==> src/rtl/hmb_pkg.sv <==
package hmb_pkg;

   typedef enum logic [1:0] {
      HMB_MSG  = 2'd0,
      HMB_STAT = 2'd1,
      HMB_RSV2 = 2'd2,
      HMB_RSV3 = 2'd3
   } hmb_reg_e;

   localparam int HMB_TX_BIT = 0;
   localparam int HMB_RX_BIT = 1;

endpackage

==> src/rtl/hmb_sync.sv <==
module hmb_sync #(
   parameter int              WIDTH     = 1,
   parameter int              STAGES    = 2,
   parameter logic [WIDTH-1:0] RESET_VAL = '0
) (
   input  logic             clk,
   input  logic             rst_n,
   input  logic [WIDTH-1:0] d,
   output logic [WIDTH-1:0] q
);

   if (STAGES < 2) begin : g_bad_stages
      $error("hmb_sync: STAGES must be at least 2");
   end

   logic [WIDTH-1:0] chain [STAGES];

   for (genvar s = 0; s < STAGES; s++) begin : g_stage
      if (s == 0) begin : g_first
         always_ff @(posedge clk or negedge rst_n) begin
            if (!rst_n) chain[s] <= RESET_VAL;
            else        chain[s] <= d;
         end
      end else begin : g_next
         always_ff @(posedge clk or negedge rst_n) begin
            if (!rst_n) chain[s] <= RESET_VAL;
            else        chain[s] <= chain[s-1];
         end
      end
   end

   assign q = chain[STAGES-1];

endmodule

==> src/rtl/hmb_access.sv <==
module hmb_access #(
   parameter int ADDR_W = 2,
   parameter int DATA_W = 8
) (
   input  logic              clk,
   input  logic              rst_n,
   input  logic              sel_n_s,
   input  logic              stb_n_s,
   input  logic              rd_wr_s,
   input  logic [ADDR_W-1:0] addr_s,
   input  logic [DATA_W-1:0] din_s,
   output logic              live,
   output logic              drive_en,
   output logic              acc_end,
   output logic              wr_evt,
   output logic              rd_evt,
   output logic [ADDR_W-1:0] evt_addr,
   output logic [DATA_W-1:0] evt_data
);

   logic live_q;

   // combined access strobe: both active-low inputs must be low
   assign live     = ~sel_n_s & ~stb_n_s;
   assign drive_en = live & rd_wr_s;

   always_ff @(posedge clk or negedge rst_n) begin
      if (!rst_n) live_q <= 1'b0;
      else        live_q <= live;
   end

   // the synced address and data line up with the synced strobes, so at this
   // cycle they carry the values present when the first strobe rose
   assign acc_end  = live_q & ~live;
   assign wr_evt   = acc_end & ~rd_wr_s;
   assign rd_evt   = acc_end &  rd_wr_s;
   assign evt_addr = addr_s;
   assign evt_data = din_s;

endmodule

==> src/rtl/hmb_regs.sv <==
module hmb_regs
   import hmb_pkg::*;
#(
   parameter int ADDR_W   = 2,
   parameter int DATA_W   = 8,
   parameter bit READ_REG = 1'b0
) (
   input  logic              clk,
   input  logic              rst_n,
   input  logic              core_tx_we,
   input  logic [DATA_W-1:0] core_tx_data,
   input  logic              core_rx_ack,
   input  logic              wr_evt,
   input  logic              rd_evt,
   input  logic [ADDR_W-1:0] evt_addr,
   input  logic [DATA_W-1:0] evt_data,
   input  logic [ADDR_W-1:0] rd_addr,
   output logic [DATA_W-1:0] rdata,
   output logic [DATA_W-1:0] core_rx_data,
   output logic              tx_full,
   output logic              rx_full
);

   localparam logic [ADDR_W-1:0] A_MSG  = ADDR_W'(HMB_MSG);
   localparam logic [ADDR_W-1:0] A_STAT = ADDR_W'(HMB_STAT);

   logic [DATA_W-1:0] tx_msg;
   logic [DATA_W-1:0] rx_msg;
   logic [DATA_W-1:0] stat_word;
   logic [DATA_W-1:0] mux_out;
   logic              host_wr_msg;
   logic              host_rd_msg;

   assign host_wr_msg = wr_evt & (evt_addr == A_MSG);
   assign host_rd_msg = rd_evt & (evt_addr == A_MSG);

   always_ff @(posedge clk or negedge rst_n) begin
      if (!rst_n) begin
         tx_msg  <= '0;
         tx_full <= 1'b0;
      end else if (core_tx_we) begin
         tx_msg  <= core_tx_data;
         tx_full <= 1'b1;
      end else if (host_rd_msg) begin
         tx_full <= 1'b0;
      end
   end

   always_ff @(posedge clk or negedge rst_n) begin
      if (!rst_n) begin
         rx_msg  <= '0;
         rx_full <= 1'b0;
      end else if (host_wr_msg) begin
         rx_msg  <= evt_data;
         rx_full <= 1'b1;
      end else if (core_rx_ack) begin
         rx_full <= 1'b0;
      end
   end

   assign core_rx_data = rx_msg;

   always_comb begin
      stat_word             = '0;
      stat_word[HMB_TX_BIT] = tx_full;
      stat_word[HMB_RX_BIT] = rx_full;
   end

   always_comb begin
      if (rd_addr == A_MSG)       mux_out = tx_msg;
      else if (rd_addr == A_STAT) mux_out = stat_word;
      else                        mux_out = '0;
   end

   if (READ_REG) begin : g_rd_reg
      logic [DATA_W-1:0] rdata_q;
      always_ff @(posedge clk or negedge rst_n) begin
         if (!rst_n) rdata_q <= '0;
         else        rdata_q <= mux_out;
      end
      assign rdata = rdata_q;
   end else begin : g_rd_comb
      assign rdata = mux_out;
   end

endmodule

==> src/rtl/host_mailbox_port.sv <==
module host_mailbox_port #(
   parameter int ADDR_W      = 2,
   parameter int DATA_W      = 8,
   parameter int SYNC_STAGES = 2,
   parameter bit READ_REG    = 1'b0
) (
   input  logic              clk,
   input  logic              rst_n,
   input  logic              hst_sel_n,
   input  logic              hst_stb_n,
   input  logic              hst_rd_wr,
   input  logic [ADDR_W-1:0] hst_addr,
   input  logic [DATA_W-1:0] hst_din,
   output logic [DATA_W-1:0] hst_dout,
   output logic              hst_doe,
   input  logic              core_tx_we,
   input  logic [DATA_W-1:0] core_tx_data,
   output logic [DATA_W-1:0] core_rx_data,
   input  logic              core_rx_ack,
   output logic              core_tx_full,
   output logic              core_rx_full
);

   localparam int CTL_W = 3;
   localparam int BUS_W = ADDR_W + DATA_W;

   if (ADDR_W < 2)      begin : g_chk_addr  $error("ADDR_W must be at least 2"); end
   if (DATA_W < 2)      begin : g_chk_data  $error("DATA_W must hold both flags"); end
   if (SYNC_STAGES > 4) begin : g_chk_sync  $error("SYNC_STAGES above 4 not supported"); end

   logic [CTL_W-1:0]  ctl_s;
   logic [BUS_W-1:0]  bus_s;
   logic              live_w, drive_w, acc_end_w, wr_evt_w, rd_evt_w;
   logic [ADDR_W-1:0] evt_addr_w;
   logic [DATA_W-1:0] evt_data_w, rdata_w;

   hmb_sync #(.WIDTH(CTL_W), .STAGES(SYNC_STAGES), .RESET_VAL({CTL_W{1'b1}})) u_sync_ctl (
      .clk(clk), .rst_n(rst_n),
      .d({hst_sel_n, hst_stb_n, hst_rd_wr}), .q(ctl_s));

   hmb_sync #(.WIDTH(BUS_W), .STAGES(SYNC_STAGES), .RESET_VAL({BUS_W{1'b0}})) u_sync_bus (
      .clk(clk), .rst_n(rst_n),
      .d({hst_addr, hst_din}), .q(bus_s));

   hmb_access #(.ADDR_W(ADDR_W), .DATA_W(DATA_W)) u_acc (
      .clk(clk), .rst_n(rst_n),
      .sel_n_s(ctl_s[2]), .stb_n_s(ctl_s[1]), .rd_wr_s(ctl_s[0]),
      .addr_s(bus_s[BUS_W-1:DATA_W]), .din_s(bus_s[DATA_W-1:0]),
      .live(live_w), .drive_en(drive_w), .acc_end(acc_end_w),
      .wr_evt(wr_evt_w), .rd_evt(rd_evt_w),
      .evt_addr(evt_addr_w), .evt_data(evt_data_w));

   hmb_regs #(.ADDR_W(ADDR_W), .DATA_W(DATA_W), .READ_REG(READ_REG)) u_regs (
      .clk(clk), .rst_n(rst_n),
      .core_tx_we(core_tx_we), .core_tx_data(core_tx_data), .core_rx_ack(core_rx_ack),
      .wr_evt(wr_evt_w), .rd_evt(rd_evt_w),
      .evt_addr(evt_addr_w), .evt_data(evt_data_w),
      .rd_addr(bus_s[BUS_W-1:DATA_W]), .rdata(rdata_w),
      .core_rx_data(core_rx_data), .tx_full(core_tx_full), .rx_full(core_rx_full));

   assign hst_doe  = drive_w;
   assign hst_dout = drive_w ? rdata_w : '0;

endmodule

==> config.mk <==
export PLATFORM = sky130hd
export DESIGN_NAME = host_mailbox_port
export DESIGN_NICKNAME = d
export VERILOG_FILES = /design/src/rtl/hmb_pkg.sv /design/src/rtl/hmb_sync.sv /design/src/rtl/hmb_access.sv /design/src/rtl/hmb_regs.sv /design/src/rtl/host_mailbox_port.sv
export SDC_FILE = /design/constraint.sdc
export NUM_CORES = 1
export LEC_CHECK = 0
export ABC_AREA = 1
export ABC_CLOCK_PERIOD_IN_PS = 2950
export BUFFER_PORTS_ARGS = -buffer_cell sky130_fd_sc_hd__buf_2
export CAP_MARGIN = 20
export CORE_ASPECT_RATIO = 0.6
export CORE_MARGIN = 1.5
export CORE_UTILIZATION = 53
export CTS_BUF_LIST = sky130_fd_sc_hd__clkbuf_16
export CTS_CLUSTER_DIAMETER = 60
export DETAILED_ROUTE_END_ITERATION = 8
export PLACE_DENSITY = 0.81
export SYNTH_ARGS = -nofsm -noshare
export SYNTH_HDL_FRONTEND = slang
export SYNTH_SLANG_ARGS = --single-unit
==> constraint.sdc <==
create_clock -name clk -period 2.95 [get_ports clk]
set_clock_uncertainty 0.15 [all_clocks]
set_input_delay 0.295 -clock clk [delete_from_list [all_inputs] [get_ports clk]]
set_output_delay 0.295 -clock clk [all_outputs]
set_load 0.005 [all_outputs]
==> flow_metrics.env <==
export IMPL_status="finished clean"
export IMPL_grt_pass1_vias=1053
export IMPL_die_w_um=72.3
export IMPL_ff2ff_setup_slack_ns=1.57
export IMPL_power_mw=1.46
export IMPL_rows=14
export IMPL_cts_htree_levels=2
export IMPL_antenna_found_initial=0
export IMPL_max_freq_ghz=0.556
export IMPL_min_delay_path_class="in2async"
export IMPL_slew_headroom_pct=37.5
export IMPL_synth_yosys_seq_area_share_pct=74.3
export IMPL_reg2reg_depth=5
export IMPL_grt_max_degree=46
export IMPL_synth_yosys_warnings=0
export IMPL_synth_distinct_cells=18
export IMPL_vias=1095
export IMPL_critical_path_max_fanout=9
export IMPL_final_max_slew_violation_count=0
export IMPL_rr_endpoint="u_regs.core_rx_data[6]"
export IMPL_initialDrtViolationCount=41
export IMPL_cpMaxStageDelayCell="dfstp_2"
export IMPL_hold_violations=0
export IMPL_clk_pin_slew_ns=0.06
export IMPL_antenna_cells=0
export IMPL_p_per_area_nw_per_um2=701
export IMPL_multiInputGateArea_um2=333
export IMPL_fillers=153
export IMPL_max_clock_path_buffers=2
export IMPL_tightest_slew_ns=0.937
export IMPL_globalplace_congestion=0.748
export IMPL_cts_tree="built"
export IMPL_final_common_cell="buf_2"
export IMPL_r2r_start="u_sync_ctl.q[1]"
export IMPL_cts_buffers=5
export IMPL_area_growth_pct=36.1
export IMPL_layout_nets=212
export IMPL_cts_resized=0
export IMPL_fin_tns_setup_ns=0
export IMPL_cp_slowest_stage_delay_ns=0.60
export IMPL_portBuffers=43
export IMPL_synth_nets=150
export IMPL_ios=44
export IMPL_drt_pass1_iter_count=4
export IMPL_core_area_um2=2610
export IMPL_synth_area_um2=1530
export IMPL_die_h_um=44.6
export IMPL_cp_arrival_ns=1.35
export IMPL_hpwl_mm=1.93
export IMPL_cp_start_kind="flip-flop"
export IMPL_path_buf_inv=1
export IMPL_layout_drive_gt1_share_pct=35.1
export IMPL_grt_pass1_wl_mm=4.77
export IMPL_post_cts_buffers=0
export IMPL_post_route_min_period_ns=1.80
export IMPL_cts_sinks=45
export IMPL_start_util_pct=58.5
export IMPL_synth_seq_cells=45
export IMPL_utilization_pct=79.6
export IMPL_ir_drop_v=0.000557
export IMPL_crit_type="reg2out"
export IMPL_cp_cell_sequence="nand2_2 > nor3_1 > buf_2"
export IMPL_viasPerCell=4.98
export IMPL_regArea_um2=1130
export IMPL_dieArea_um2=3220
export IMPL_endpoint_kind="output pin"
export IMPL_critPathTopFamily="flip-flops"
export IMPL_wl_per_cell_um=13.7
export IMPL_cp_required_ns=2.51
export IMPL_ant_nets=0
export IMPL_cts_root_buffer="clkbuf_16"
export IMPL_drc=0
export IMPL_grt_total_usage_pct=20.7
export IMPL_cap_violations=0
export IMPL_grt_remaining_overflow=0
export IMPL_synth_area_per_cell_um2=12.2
export IMPL_min_period_over_period_pct=61.0
export IMPL_rsz0062_at_grt="no"
export IMPL_holdBufCountCts=13
export IMPL_clk_insertion_delay_late_ns=0.28
export IMPL_setup_viol=0
export IMPL_final_cell_mix="43 x buf_2, 39 x dfrtp_1, 33 x nand2_1, 13 x dlygate4sd3_1, 12 x inv_1"
export IMPL_synthCells=125
export IMPL_power_leakage_nw=1.09
export IMPL_wl_mm=3.02
==> sequential cells by signal, summed over array words and instances, names as in the netlist <==
| name | cells |
|---|---|
| u_sync_bus.chain | 10 |
| u_regs.core_rx_data | 8 |
| u_regs.tx_msg | 8 |
| u_acc.live_q | 1 |
| u_regs.rx_full | 1 |
| u_sync_bus.q | 10 |
| u_sync_ctl.chain | 3 |
| u_sync_ctl.q | 3 |
| u_regs.tx_full | 1 |
==> worst max-delay path by stage <==
stage | slack [ns] | start | cells past startpoint | to
2_1_floorplan | 1.62 | u_sync_ctl.q[0] | 2 | hst_dout[2]
3_3_place_gp | 1.51 | u_sync_ctl.q[0] | 3 | hst_dout[2]
3_5_place_dp | 1.44 | u_sync_ctl.q[0] | 3 | hst_dout[5]
4_1_cts | 1.14 | u_sync_ctl.q[0] | 3 | hst_dout[5]
5_1_grt | 1.08 | u_sync_ctl.q[0] | 3 | hst_dout[2]
6_report | 1.15 | u_sync_ctl.q[0] | 3 | hst_dout[5]
==> report_power, final <==
part / total [mW] / switching, mW / internal, mW / leakage (nW)
Sequential: 0.700 / 0.0266 / 0.673 / 0.531
Clock: 0.627 / 0.225 / 0.402 / 0.0834
Combinational: 0.128 / 0.0704 / 0.0577 / 0.479
==> through the flow <==
step | area [µm²] | setup slack (ns) | hold slack [ns] | std cells
finish | 2080 | 1.15 | 0.00165 | 220
global route | 2080 | 1.08 | 0.0366 | 220
CTS | 2080 | 1.14 | 0.0331 | 220
detailed placement | 1780 | 1.44 | 0.185 | 199
global placement | 1780 | 1.51 | 0.182 | 199
floorplan | 1530 | 1.62 | -0.151 | 125
==> worst reg2reg max path, stage by stage, from the launching register on <==
cell and delay [ns]:
dfstp_2 0.54, nor2_4 0.05, nor2_4 0.24, nand2_4 0.13, nand2_1 0.08, nand2_1 0.06
==> cell type report <==
class | instances | area share (%)
clock buffers | 5 | 6.02
clock inverters | 3 | 2.17
inverters | 14 | 2.65
multi-input cells | 65 | 16.0
flip-flops and latches | 45 | 54.6
well taps | 32 | 1.93
repair buffers | 56 | 16.6
==> cell families (layout without fill, tap and decap cells) <==
logic type             after synthesis  in the layout  synth area share [%]
and+or+nand+nor                     56             56                  18.6
DFF                                 45             45                  74.3
buffers and inverters               15             78                  3.93
AOI/OAI and AO/OA                    9              9                  3.20
==> routing by layer <==
metal  track usage [%]  wire, µm
met1              23.0      1220
met2              40.2      1660
met3              5.69       124
met4              5.28        25
met5                 0         0
==> synthesized netlist by cell type <==
master   instances  share of area, %
a21oi_1          2              0.66
dfstp_2          6                10
nand3_1         10               3.3
nand2_2          1              0.41
nor2_4           2               1.5
nand2_4          2               1.5
buf_2            1              0.33
dfrtp_1         39                64
nor3_1           5               1.6
o21ai_2          1              0.57
inv_2            1              0.25
inv_1           12               3.0
nor3_2           1              0.66
nor2_1           1              0.25
nor2_8           1               1.3
nand2_1         33               8.1
o21ai_0          6               2.0
inv_4            1              0.41
Note: power is estimated with default switching activity, not from simulation.
